[config.mk]
export PLATFORM = sky130hd
export DESIGN_NAME = erase_sequencer
export DESIGN_NICKNAME = d
export VERILOG_FILES = /design/src/rtl/esq_pkg.sv /design/src/rtl/esq_phase_timer.sv /design/src/rtl/esq_err_bits.sv /design/src/rtl/erase_sequencer.sv
export SDC_FILE = /design/constraint.sdc
export NUM_CORES = 1
export LEC_CHECK = 0
export BUFFER_PORTS_ARGS = -buffer_cell sky130_fd_sc_hd__buf_2
export CORE_MARGIN = 5
export CORE_UTILIZATION = 40
export CTS_CLUSTER_DIAMETER = 150
export DETAILED_ROUTE_END_ITERATION = 6
export GPL_TIMING_DRIVEN = 0
export PLACE_DENSITY = 0.62
export REMOVE_ABC_BUFFERS = 1
export SLEW_MARGIN = 5
export SYNTH_ARGS = -nofsm -noshare
export SYNTH_HDL_FRONTEND = slang
export SYNTH_SLANG_ARGS = --single-unit
[constraint.sdc]
create_clock -name clk -period 2.9 [get_ports clk]
set_clock_uncertainty 0.05 [all_clocks]
set_input_delay 0.145 -clock clk [delete_from_list [all_inputs] [get_ports clk]]
set_output_delay 0.145 -clock clk [all_outputs]
set_load 0.01 [all_outputs]
[src/rtl/esq_pkg.sv]
package esq_pkg;
    typedef enum logic [2:0] {
        S_IDLE   = 3'd0,
        S_COND   = 3'd1,
        S_ERASE  = 3'd2,
        S_VERIFY = 3'd3,
        S_BCHK   = 3'd4,
        S_SUSP   = 3'd5
    } esq_state_e;

    localparam int SR_READY = 7;
    localparam int SR_PAUSE = 6;
    localparam int SR_FAIL  = 5;
    localparam int SR_VPP   = 3;
    localparam int SR_LOCK  = 1;
endpackage

[src/rtl/esq_phase_timer.sv]
module esq_phase_timer #(
    parameter int CW = 5
) (
    input  logic          clk,
    input  logic          rst_n,
    input  logic          clear,
    input  logic          run,
    input  logic [CW-1:0] limit,
    output logic          last
);
    localparam logic [CW-1:0] ONE = 1;

    logic [CW-1:0] cnt_q;

    always_ff @(posedge clk or negedge rst_n) begin
        if (!rst_n)     cnt_q <= '0;
        else if (clear) cnt_q <= '0;
        else if (run)   cnt_q <= cnt_q + ONE;
    end

    assign last = run && (cnt_q == limit - ONE);

    // the count never runs past the length of the current phase
    p_cnt_bound_r2: assert property (@(posedge clk) disable iff (!rst_n)
        run |-> (cnt_q < limit));
endmodule

[src/rtl/esq_err_bits.sv]
module esq_err_bits (
    input  logic       clk,
    input  logic       rst_n,
    input  logic       clr,
    input  logic       set_fail,
    input  logic       set_vpp,
    input  logic       set_lock,
    output logic [2:0] err
);
    logic [2:0] set_v;
    assign set_v = {set_fail, set_vpp, set_lock};

    always_ff @(posedge clk or negedge rst_n) begin
        if (!rst_n) err <= '0;
        else        err <= (err & ~{3{clr}}) | set_v;
    end

    for (genvar gi = 0; gi < 3; gi++) begin : g_chk
        // a set error bit survives every cycle without a clear
        p_err_sticky_r10: assert property (@(posedge clk) disable iff (!rst_n)
            (err[gi] && !clr) |=> err[gi]);
        // a set request wins over a clear in the same cycle
        p_set_wins_r10: assert property (@(posedge clk) disable iff (!rst_n)
            set_v[gi] |=> err[gi]);
    end
endmodule

[src/rtl/erase_sequencer.sv]
module erase_sequencer
    import esq_pkg::*;
#(
    parameter int BLK_W      = 6,
    parameter int COND_CYC   = 4,
    parameter int ERASE_CYC  = 8,
    parameter int VERIFY_CYC = 4,
    parameter int BCHK_CYC   = 6
) (
    input  logic             clk,
    input  logic             rst_n,
    input  logic             start_i,
    input  logic             op_i,
    input  logic [BLK_W-1:0] blk_addr_i,
    input  logic             blk_locked_i,
    input  logic             supply_ok_i,
    input  logic             fault_i,
    input  logic             susp_req_i,
    input  logic             resume_req_i,
    input  logic             prog_pend_i,
    input  logic             clr_err_i,
    output logic [7:0]       status_o,
    output logic [2:0]       phase_o,
    output logic [BLK_W-1:0] blk_o
);
    localparam int CW = $clog2(COND_CYC + ERASE_CYC + VERIFY_CYC + BCHK_CYC + 1);

    esq_state_e state_q, state_n, ret_q, ret_n;
    logic       pend_q, pend_n;
    logic       t_clr, t_run, t_last;
    logic [CW-1:0] t_limit;
    logic       set_fail, set_vpp, set_lock;
    logic [2:0] err;
    logic       accept;

    assign accept = (state_q == S_IDLE) && start_i && !blk_locked_i && supply_ok_i;
    assign t_run  = (state_q != S_IDLE) && (state_q != S_SUSP);

    always_comb begin
        unique case (state_q)
            S_COND:   t_limit = CW'(COND_CYC);
            S_ERASE:  t_limit = CW'(ERASE_CYC);
            S_VERIFY: t_limit = CW'(VERIFY_CYC);
            S_BCHK:   t_limit = CW'(BCHK_CYC);
            default:  t_limit = CW'(COND_CYC);
        endcase
    end

    esq_phase_timer #(.CW(CW)) timer_i (
        .clk(clk), .rst_n(rst_n), .clear(t_clr), .run(t_run),
        .limit(t_limit), .last(t_last)
    );

    esq_err_bits errs_i (
        .clk(clk), .rst_n(rst_n), .clr(clr_err_i),
        .set_fail(set_fail), .set_vpp(set_vpp), .set_lock(set_lock), .err(err)
    );

    // state register
    always_ff @(posedge clk or negedge rst_n) begin
        if (!rst_n) begin
            state_q <= S_IDLE;
            ret_q   <= S_IDLE;
            pend_q  <= 1'b0;
            blk_o   <= '0;
        end else begin
            state_q <= state_n;
            ret_q   <= ret_n;
            pend_q  <= pend_n;
            if (accept) blk_o <= blk_addr_i;
        end
    end

    // next state
    always_comb begin
        state_n  = state_q;
        ret_n    = ret_q;
        pend_n   = pend_q;
        t_clr    = 1'b0;
        set_fail = 1'b0;
        set_vpp  = 1'b0;
        set_lock = 1'b0;
        unique case (state_q)
            S_IDLE: begin
                if (start_i) begin
                    if (blk_locked_i)      set_lock = 1'b1;
                    else if (!supply_ok_i) set_vpp  = 1'b1;
                    else begin
                        state_n = op_i ? S_BCHK : S_COND;
                        pend_n  = 1'b0;
                        t_clr   = 1'b1;
                    end
                end
            end
            S_COND, S_ERASE, S_VERIFY: begin
                if (!supply_ok_i) begin
                    set_vpp = 1'b1;
                    state_n = S_IDLE;
                    pend_n  = 1'b0;
                    t_clr   = 1'b1;
                end else begin
                    if (susp_req_i) pend_n = 1'b1;
                    if (t_last) begin
                        t_clr = 1'b1;
                        if (state_q == S_VERIFY) begin
                            set_fail = fault_i;
                            state_n  = S_IDLE;
                            pend_n   = 1'b0;
                        end else if (pend_q || susp_req_i) begin
                            state_n = S_SUSP;
                            ret_n   = (state_q == S_COND) ? S_ERASE : S_VERIFY;
                            pend_n  = 1'b0;
                        end else begin
                            state_n = (state_q == S_COND) ? S_ERASE : S_VERIFY;
                        end
                    end
                end
            end
            S_BCHK: begin
                if (!supply_ok_i) begin
                    set_vpp = 1'b1;
                    state_n = S_IDLE;
                    t_clr   = 1'b1;
                end else if (t_last) begin
                    set_fail = fault_i;
                    state_n  = S_IDLE;
                    t_clr    = 1'b1;
                end
            end
            S_SUSP: begin
                if (resume_req_i && !prog_pend_i) begin
                    state_n = ret_q;
                    t_clr   = 1'b1;
                end
            end
            default: begin
                state_n = S_IDLE;
                t_clr   = 1'b1;
            end
        endcase
    end

    // outputs
    always_comb begin
        status_o           = '0;
        status_o[SR_READY] = (state_q == S_IDLE) || (state_q == S_SUSP);
        status_o[SR_PAUSE] = (state_q == S_SUSP);
        status_o[SR_FAIL]  = err[2];
        status_o[SR_VPP]   = err[1];
        status_o[SR_LOCK]  = err[0];
        phase_o            = state_q;
    end

    // a pause only lands on a phase end
    p_susp_at_boundary_r5: assert property (@(posedge clk) disable iff (!rst_n)
        (state_q != S_SUSP && state_n == S_SUSP) |-> t_last);
    // no continue while a nested program is pending
    p_resume_block_r7: assert property (@(posedge clk) disable iff (!rst_n)
        (state_q == S_SUSP && prog_pend_i) |=> (state_q == S_SUSP));
    // a blank check never pauses
    p_bchk_nosusp_r9: assert property (@(posedge clk) disable iff (!rst_n)
        (state_q == S_BCHK) |=> (state_q != S_SUSP));
    // a locked start leaves the block idle and flags the abort
    p_lock_abort_r3: assert property (@(posedge clk) disable iff (!rst_n)
        (state_q == S_IDLE && start_i && blk_locked_i) |=> (state_q == S_IDLE && status_o[SR_LOCK]));
endmodule

==> impl_metrics.env <==
export IMPL_synth_compound_area_share_pct=20.6
export IMPL_path_clk_slew_ns=0.12
export IMPL_syn_area_per_cell_um2=10.3
export IMPL_die_h_um=65.8
export IMPL_synth_fa_ha_area_share_pct=1.01
export IMPL_rrSetupSlack_ns=0.81
export IMPL_status="finished clean"
export IMPL_place_inst=188
export IMPL_rsz0062_at_grt="false"
export IMPL_die_w_um=65.8
export IMPL_fin_cells=194
export IMPL_fin_area_um2=1450
export IMPL_synth_async_reset_ratio_pct=100
export IMPL_syn2layout_area_growth_pct=16.4
export IMPL_grt_pass1_vias=978
export IMPL_dp_hpwl_um=1870
export IMPL_crit_path_max_fanout=21
export IMPL_synth_edf_count=0
export IMPL_holdCritPathClass="in2reg"
export IMPL_post_cts_buffers=0
export IMPL_htreeDepth=1
export IMPL_yosysUniqueCellTypes=45
export IMPL_gp_congestion=0.813
export IMPL_cap_violations=0
export IMPL_finalMaxSlewViolations=0
export IMPL_timing_rr_end="phase_o[0]"
export IMPL_cts_tree="yes"
export IMPL_yosysWarnings=0
export IMPL_start_util_pct=41.1
export IMPL_cts_root_buf="clkbuf_4"
export IMPL_synth_cells=121
export IMPL_layout_common_cells="buf_2 (30), dfrtp_1 (20), nand2_1 (9)"
export IMPL_vdd_drop_max_mv=0.367
export IMPL_rr_startpoint="phase_o[1]"
export IMPL_numCtsBuffers=3
export IMPL_wl_per_cell_um=12.8
export IMPL_slowest_delay_ns=0.73
export IMPL_leakage_nw=0.675
export IMPL_netlist_area_um2=1240
export IMPL_final_common_cell="buf_2"
export IMPL_pin_count=34
export IMPL_portBuffers=30
export IMPL_final_util_pct=47.9
export IMPL_worstSetupEndpointType="primary output"
export IMPL_slowest_stage="dfrtp_1"
export IMPL_criticalPathCategory="reg2out"
export IMPL_tns_ns=0
export IMPL_synth_seq_cells=20
export IMPL_required_ns=2.71
export IMPL_via_per_inst=5.07
export IMPL_critPathLaunchType="flop"
export IMPL_core_um2=3030
export IMPL_grt_max_degree=22
export IMPL_drc_errors=0
export IMPL_drive_gt1_share_pct=36.0
export IMPL_cts_max_path_buffers=2
export IMPL_grt_pass1_wl_um=4410
export IMPL_min_delay_start="blk_addr_i[5]"
export IMPL_antenna_found_initial=0
export IMPL_synth_top_family_by_area="compound AO/OA/AOI/OAI gates"
export IMPL_drt_total_wl_um=2480
export IMPL_seq_area_frac_synth_pct=40.2
export IMPL_num_fill_cells=301
export IMPL_cts_sinks=20
export IMPL_cts_resized=0
export IMPL_rr_worst_depth=5
export IMPL_hold_ws_ns=0.0181
export IMPL_clock_latency_ns=0.30
export IMPL_post_route_period_util_pct=75.9
export IMPL_hold_end="blk_o[5]"
export IMPL_layout_nets=169
export IMPL_placementRows=20
export IMPL_drt_iter0_drc=21
export IMPL_hold_viol_final=0
export IMPL_place_area_um2=1390
export IMPL_die_area_um2=4330
export IMPL_synthMuxAreaShare_pct=9.95
export IMPL_crit_chain="and2b_4 > or3_1 > inv_1 > buf_2"
export IMPL_grt_total_usage_pct=12.9
export IMPL_diodes=0
export IMPL_max_freq_ghz=0.455
export IMPL_yosys_area_share_simple_pct=18.1
export IMPL_slew_limit_headroom_pct=61.4
export IMPL_synth_xor_area_share_pct=2.81
export IMPL_cellPowerDensity_nw_per_um2=982
export IMPL_dr_total_vias=983
export IMPL_ys_flop_type="dfrtp_1"
export IMPL_finalSetupViolations=0
export IMPL_worstPathArrival_ns=2.00
export IMPL_dr_pass1_iters=4
export IMPL_hold_path_depth=2
export IMPL_gr_total_overflow=0
export IMPL_layout_min_cycle_time_ns=2.20
export IMPL_ant_nets=0
export IMPL_tightest_slew_ns=0.579
[synthesized netlist by cell type, drive strengths merged, types with 2 or more instances]
cell type  count  area, um2
inv            6       22.5
nand4          3       18.8
nor2b          6       47.5
o21bai         2       15.0
a32oi          2       25.0
o21ai          4       20.0
buf            7       57.6
mux2          10        124
nand2          9       33.8
nor2           9       36.3
xor2           3       26.3
nand3          2       15.0
nor3           2       10.0
o22ai          4       25.0
o31ai          2       28.8
nand2b         2       12.5
a21o           2       15.0
clkbuf         2       7.51
a21oi          7       35.0
and2b          3       25.0
dfrtp         20        500
[critical path: cells and delay by family (launching register included)]
family	cells	cell delay [ns]
and+or+nand+nor	2	0.74
DFF	1	0.73
buffers and inverters	2	0.24
[per-stage QoR]
stage	power (mW)	worst slack [ns]
after global routing	1.54	0.553
after CTS	1.44	0.705
after detailed placement	1.27	0.849
final	1.42	0.700
after floorplan	1.06	1.04
after global placement	1.25	0.871
[registers in the layout, summed over array words and instances, names as in the netlist]
register and count:
blk_o 6, errs_i.err 3, pend_q 1, phase_o 3, ret_q 2, timer_i.cnt_q 5
[metal layers]
metal  wire length [um]  track usage [%]  up-vias  part of all wire, %
met2               1080             20.7       39                   44
met1               1160             17.1      458                   47
li1                   -                -      482                    -
met5                  0                0        -                    0
met3                228             3.74        4                  9.2
met4                 11             3.11        0                 0.44
[layout make-up]
type | instances | area (um2) | share of cell area, %
inverter | 6 | 22.5 | 1.55
clock buffer | 4 | 36.3 | 2.50
tap | 44 | 55.1 | 3.80
multi-input combinational | 88 | 664 | 45.9
sequential | 20 | 500 | 34.5
timing repair buffer | 32 | 170 | 11.7
[power by group]
group	total [mW]	switching (mW)	internal [mW]	leakage [nW]
Sequential	0.545	0.162	0.383	0.258
Combinational	0.715	0.357	0.358	0.396
Clock	0.164	0.0871	0.0765	0.0210
Total	1.42	0.606	0.817	0.675
[how the worst max path moves through the flow]
stage	from	end	slack, ns
6_report	phase_o[2]	status_o[7]	0.70
3_3_place_gp	phase_o[2]	phase_o[0]	0.87
4_1_cts	phase_o[2]	status_o[7]	0.71
2_1_floorplan	phase_o[2]	phase_o[2]	1.04
5_1_grt	phase_o[2]	status_o[7]	0.55
3_5_place_dp	phase_o[1]	phase_o[0]	0.85
[logic make-up (layout without fill, tap and decap cells)]
kind of cell / count (synthesis) / in the layout
AO/OA/AOI/OAI: 30 / 30
XOR/XNOR: 4 / 4
adder cells (fa/ha/maj): 1 / 1
buffers and inverters: 15 / 42
flip-flops: 20 / 20
multiplexers: 10 / 10
other: 1 / 3
AND/OR/NAND/NOR: 40 / 40
[repair_timing]
action | CTS | global route
endpoints found under the hold margin | 21 | 0
hold buffers | 2 | 0
endpoints found under the setup margin | 0 | 0
(Power assumes the default switching activity.)
